`src/rtl/regfile_pkg.sv`:
```
package regfile_pkg;
  localparam int REG_COUNT  = 32;
  localparam int DATA_W     = 32;
  localparam int NUM_W      = $clog2(REG_COUNT);
  localparam int READ_PORTS = 2;

  typedef struct packed {
    logic                 clearAll;
    logic [REG_COUNT-1:0] wrSel;
  } wrCtl_t;
endpackage

```
`src/rtl/regfile_ctrl.sv`:
```
module regfile_ctrl
  import regfile_pkg::*;
(
  input  logic             wrStrobe,
  input  logic             rst,
  input  logic [NUM_W-1:0] wrNum,
  output wrCtl_t           ctl
);
  always_comb begin
    ctl.clearAll = rst;
    ctl.wrSel    = '0;
    if (!rst) ctl.wrSel[wrNum] = 1'b1;
  end

  // exactly one register is targeted by any write edge
  p_single_target_r6: assert property (@(negedge wrStrobe) disable iff (rst)
    $countones(ctl.wrSel) == 1);
endmodule

```
`src/rtl/regfile_store.sv`:
```
module regfile_store
  import regfile_pkg::*;
(
  input  logic                             wrStrobe,
  input  wrCtl_t                           ctl,
  input  logic [DATA_W-1:0]                wrData,
  input  logic [READ_PORTS-1:0][NUM_W-1:0] rdNum,
  output logic [READ_PORTS-1:0][DATA_W-1:0] rdData
);
  logic [DATA_W-1:0] storage [REG_COUNT];

  for (genvar r = 0; r < REG_COUNT; r++) begin : g_reg
    always_ff @(negedge wrStrobe) begin
      if (ctl.clearAll)      storage[r] <= '0;
      else if (ctl.wrSel[r]) storage[r] <= wrData;
    end

    // a selected register holds the data from the previous write edge
    p_write_lands_r4: assert property (@(negedge wrStrobe) disable iff (ctl.clearAll)
      (!$past(ctl.clearAll) && $past(ctl.wrSel[r])) |-> storage[r] == $past(wrData));

    // an unselected register keeps its value across a write edge
    p_keep_others_r6: assert property (@(negedge wrStrobe) disable iff (ctl.clearAll)
      (!$past(ctl.clearAll) && !$past(ctl.wrSel[r])) |-> storage[r] == $past(storage[r]));

    // a clear edge leaves every register at zero
    p_cleared_r5: assert property (@(negedge wrStrobe) disable iff (ctl.clearAll)
      $past(ctl.clearAll) |-> storage[r] == '0);
  end

  for (genvar p = 0; p < READ_PORTS; p++) begin : g_rd
    assign rdData[p] = storage[rdNum[p]];
  end
endmodule

```
`src/rtl/regfile_dual_rd.sv`:
```
module regfile_dual_rd
  import regfile_pkg::*;
(
  input  logic              wrStrobe,
  input  logic              rst,
  input  logic [NUM_W-1:0]  wrNum,
  input  logic [DATA_W-1:0] wrData,
  input  logic [NUM_W-1:0]  rdNumA,
  input  logic [NUM_W-1:0]  rdNumB,
  output logic [DATA_W-1:0] rdDataA,
  output logic [DATA_W-1:0] rdDataB
);
  wrCtl_t                            ctl;
  logic [READ_PORTS-1:0][NUM_W-1:0]  rdNum;
  logic [READ_PORTS-1:0][DATA_W-1:0] rdData;

  assign rdNum[0] = rdNumA;
  assign rdNum[1] = rdNumB;
  assign rdDataA  = rdData[0];
  assign rdDataB  = rdData[1];

  regfile_ctrl i_ctrl (
    .wrStrobe(wrStrobe),
    .rst     (rst),
    .wrNum   (wrNum),
    .ctl     (ctl)
  );

  regfile_store i_store (
    .wrStrobe(wrStrobe),
    .ctl     (ctl),
    .wrData  (wrData),
    .rdNum   (rdNum),
    .rdData  (rdData)
  );
endmodule

```
`config.mk`:
```
export PLATFORM = sky130hd
export DESIGN_NAME = regfile_dual_rd
export DESIGN_NICKNAME = d
export VERILOG_FILES = /design/src/rtl/regfile_pkg.sv /design/src/rtl/regfile_ctrl.sv /design/src/rtl/regfile_store.sv /design/src/rtl/regfile_dual_rd.sv
export SDC_FILE = /design/constraint.sdc
export NUM_CORES = 2
export LEC_CHECK = 0
export BUFFER_PORTS_ARGS = -buffer_cell sky130_fd_sc_hd__buf_2
export CAP_MARGIN = 0
export CORE_UTILIZATION = 30
export DETAILED_ROUTE_END_ITERATION = 8
export PLACE_DENSITY = 0.52
export SKIP_CTS_REPAIR_TIMING = 1
export SLEW_MARGIN = 15
export SYNTH_ARGS = -nofsm -noshare
export SYNTH_HDL_FRONTEND = slang
export SYNTH_SLANG_ARGS = --single-unit
```
`constraint.sdc`:
```
create_clock -name wrStrobe -period 3.8 [get_ports wrStrobe]
set_input_delay 0.76 -clock wrStrobe [delete_from_list [all_inputs] [get_ports wrStrobe]]
set_output_delay 0.76 -clock wrStrobe [all_outputs]
set_load 0.02 [all_outputs]
```
==> run summary <==
The worst min-delay path class was in -> out. The mapped netlist covers 0.0568 mm^2. The number of synthesized flops with an enable pin was 1024; the maximum vdd drop was 0.000386 V. Dividing total power by cell area gives a power density of 450 mW/mm^2. From synthesis to final layout, the design area changed by 28.6%. The number of antenna violations at the first check in global routing came out at 22.

The run gives 0.412 as the proportion of power drawn by flip-flops and latches. The detailed-route wire length on metal 1 is 88100 um. Summed over all instances, the cell type with the most area after synthesis is sky130_fd_sc_hd__edfxtp_1. The logs give 0 for the number of endpoints with negative hold slack in the final report and 18 for the remaining design rule violation count. The post-synthesis average cell area came out at 12.2 um^2.

After the first detailed-routing iteration, the DRC count stood at 3635. The least setup slack across all paths after layout was -1.20 ns. The commonest cells after synthesis are sky130_fd_sc_hd__and2_1 (1026), sky130_fd_sc_hd__edfxtp_1 (1024), sky130_fd_sc_hd__mux2i_1 (1024). The final reports fail on design-rule violations, negative setup slack. TritonCTS built the clock tree. Measured along the y axis, the die boundary spans 437 um.

The tools report the aggregate global routing overflow as 0. The clock-pin slew on the worst setup and hold paths is 0.04 ns, and the flip-flop count of the largest register, all copies and words added is 1024. The average via count per standard cell is 5.15. The register with the highest flop count was i_store.storage. The first detailed-routing pass ran for 8 iterations. CTS placed an instance of sky130_fd_sc_hd__clkbuf_16 at the clock tree root. In this run the core area contains 159 standard-cell rows. Once layout is done, the placed cells without fillers occupy 0.0731 mm^2.

The run gives 45772 as the via count of the first global-routing pass. The share of Yosys cell area claimed by the top area cell type works out to 0.541. Among all cell types in the netlist, the one instantiated most often is sky130_fd_sc_hd__and2_1.

The worst-margin pin slew came out at 0.718 ns. The nature of the critical path endpoint was an output port. The run gives 5892 as the number of nets in the layout. The number of nets with antenna violations after detailed routing is 0, and the count of input and output buffers is 112. The proportion of layout cells with a drive suffix above 1 was 0.154. The die width is 437 um, and the routability-driven placement congestion ratio is 0.840. The floorplan step defined a die boundary enclosing 0.191 mm^2. The run gives 107000 um as the length of routed met2 wiring. In the final layout, the registers with the most flip-flops are i_store.storage x1024. Pin placement for this block handled 113 I/O pins.

Placed wire-length estimate: 136000 um. The share of synthesized flip-flops with an asynchronous set or reset was 0. The tools report the share of total power in the clock network as 0.455.

The routed layout has 43446 vias. For this design, the sink count on the clock tree is 1024. TritonCTS created 116 clock buffers. Dividing the detail-routed wire length by the instance count gives 25.4 um.

The clock passes through at most 3 buffers. The initial standard-cell utilization of the core was 0.302. The most instantiated flip-flop cell in the synthesis netlist is sky130_fd_sc_hd__edfxtp_1.

In this run the worst path has a maximum fanout of 2. The worst hold slack across all endpoints was 2.36 ns; the total power was 32.9 mW. Internal power comes to 22.4 mW. The uppermost layer routed is met5.

The analysis attributes to net switching a power of 10.5 mW. The finished layout holds 8442 standard cells, fillers aside. The part of the total power dissipated in combinational logic was 0.133.

The final max-slew violation count was 0. The tools report the type of element launching the critical path as a register. By startpoint and endpoint, the worst setup path is classified as reg -> out. After detailed routing, the met3 layer carries 14300 um of wire. In this run the standard cell core region covers 0.188 mm^2. The total routing resource utilization after global routing was 0.218; the number of H-tree levels was 3.

The register bit count reported by yosys came out at 1024. The number of violations of the max-capacitance limit was 0. The tools report the maximum number of pins on one net before global-route repair as 47. The required time reported for the critical path endpoint is 3.04 ns.

Data on the critical path arrives at its endpoint at 4.24 ns. Setup repair after global routing could not meet its margin everywhere. The first global-routing pass estimated 303000 um of wire. The placed standard-cell area is 0.0641 mm^2. The worst-case headroom to the max-slew limit is 0.521, and the leakage component of the power is 32.5 nW.

The number of unique standard cell types used by synthesis was 34; the number of instances in the placed design was 7219. The detailed-route wire length is 214000 um, and the fraction of power spent switching nets is 0.319. The run finished, with violations left.

Sequential-to-total area share from yosys stat: 0.541. Synthesis produced a netlist whose cell count is 4654. Setup violations remaining at the end of the flow were counted as 64. The yosys synthesis warning count is 0.

Sorting the synthesized cells by area gives the leading types as sky130_fd_sc_hd__edfxtp_1 (54%), sky130_fd_sc_hd__mux2i_1 (18%), sky130_fd_sc_hd__and2_1 (11%). The number of nets handed over by synthesis was 4703.
layout make-up:
cell class | instances | area [um^2]
Antenna cell | 13 | 32.5
Clock buffer | 118 | 2950
Clock inverter | 1115 | 4470
Fill cell | 18229 | 115000
Multi-Input combinational cell | 3169 | 25300
Sequential cell | 1024 | 30700
Tap cell | 2495 | 3120
Timing Repair Buffer | 508 | 6460
power by group through the flow:
stage               Sequential, mW  Clock [mW]  Combinational [mW]
detailed placement            13.7        1.59                4.05
finish                        13.6        15.0                4.38
global route                  13.6        16.6                4.59
CTS                           13.6        15.5                4.06
global placement              13.6        1.59                4.02
floorplan                     13.6        1.59                2.24
per-layer routing:
| metal | vias up | GRT usage |
|---|---|---|
| li1 | 19420 | - |
| met1 | 21928 | 0.270 |
| met2 | 1759 | 0.365 |
| met3 | 335 | 0.0449 |
| met4 | 4 | 0.0958 |
| met5 | - | 0 |
through the flow:
step / setup slack (ns) / TNS [ns] / utilization
after CTS: -1.40 / -76.79 / 0.380
after detailed placement: -0.592 / -612.25 / 0.341
after global routing: -1.27 / -70.23 / 0.389
final: -1.20 / -64.19 / 0.389
after floorplan: -0.490 / -485.98 / -
after global placement: -0.584 / -593.82 / 0.341
final timing paths:
kind	from	endpoint	slack [ns]	depth (start not counted)
setup / recovery	i_store.storage[5][30]	rdDataB[30]	-1.20	8
hold / removal	rdNumA[2]	rdDataA[13]	2.36	7
critical path, stage by stage (launching register included):
cell and delay, ns:
sky130_fd_sc_hd__edfxtp_1 0.35, sky130_fd_sc_hd__mux2i_1 0.08, sky130_fd_sc_hd__a22o_1 0.26, sky130_fd_sc_hd__nor3_1 0.26
sky130_fd_sc_hd__buf_4 0.19, sky130_fd_sc_hd__a31oi_2 0.05, sky130_fd_sc_hd__buf_4 0.15, sky130_fd_sc_hd__nand3_1 0.09
sky130_fd_sc_hd__buf_2 0.18
cell usage in the layout, fill, tap and decap left out, types with 37 or more instances in the layout:
cell / Yosys / layout
sky130_fd_sc_hd__nand2_1: 195 / 192
sky130_fd_sc_hd__and2_1: 1026 / 1024
sky130_fd_sc_hd__buf_2: 83 / 55
sky130_fd_sc_hd__edfxtp_1: 1024 / 1024
sky130_fd_sc_hd__mux2i_1: 1024 / 1024
sky130_fd_sc_hd__buf_4: 74 / 186
sky130_fd_sc_hd__a22o_1: 128 / 128
sky130_fd_sc_hd__a22oi_1: 192 / 190
sky130_fd_sc_hd__buf_12: 1 / 203
sky130_fd_sc_hd__a21oi_1: 192 / 192
sky130_fd_sc_hd__inv_1: 1 / 1063
sky130_fd_sc_hd__clkinvlp_2: 0 / 37
sky130_fd_sc_hd__nand3_1: 192 / 138
sky130_fd_sc_hd__clkbuf_16: 0 / 118
sky130_fd_sc_hd__buf_6: 58 / 62
logic make-up (layout without fill, tap and decap cells):
group,count (synthesis),after routing,share of synthesized area
buffers and inverters,461,1741,0.0462
DFF,1024,1024,0.541
other,0,13,0
AOI/OAI and AO/OA,608,608,0.0733
and+or+nand+nor,1537,1537,0.159
muxes,1024,1024,0.180
Power figures use the tool's default switching activity.
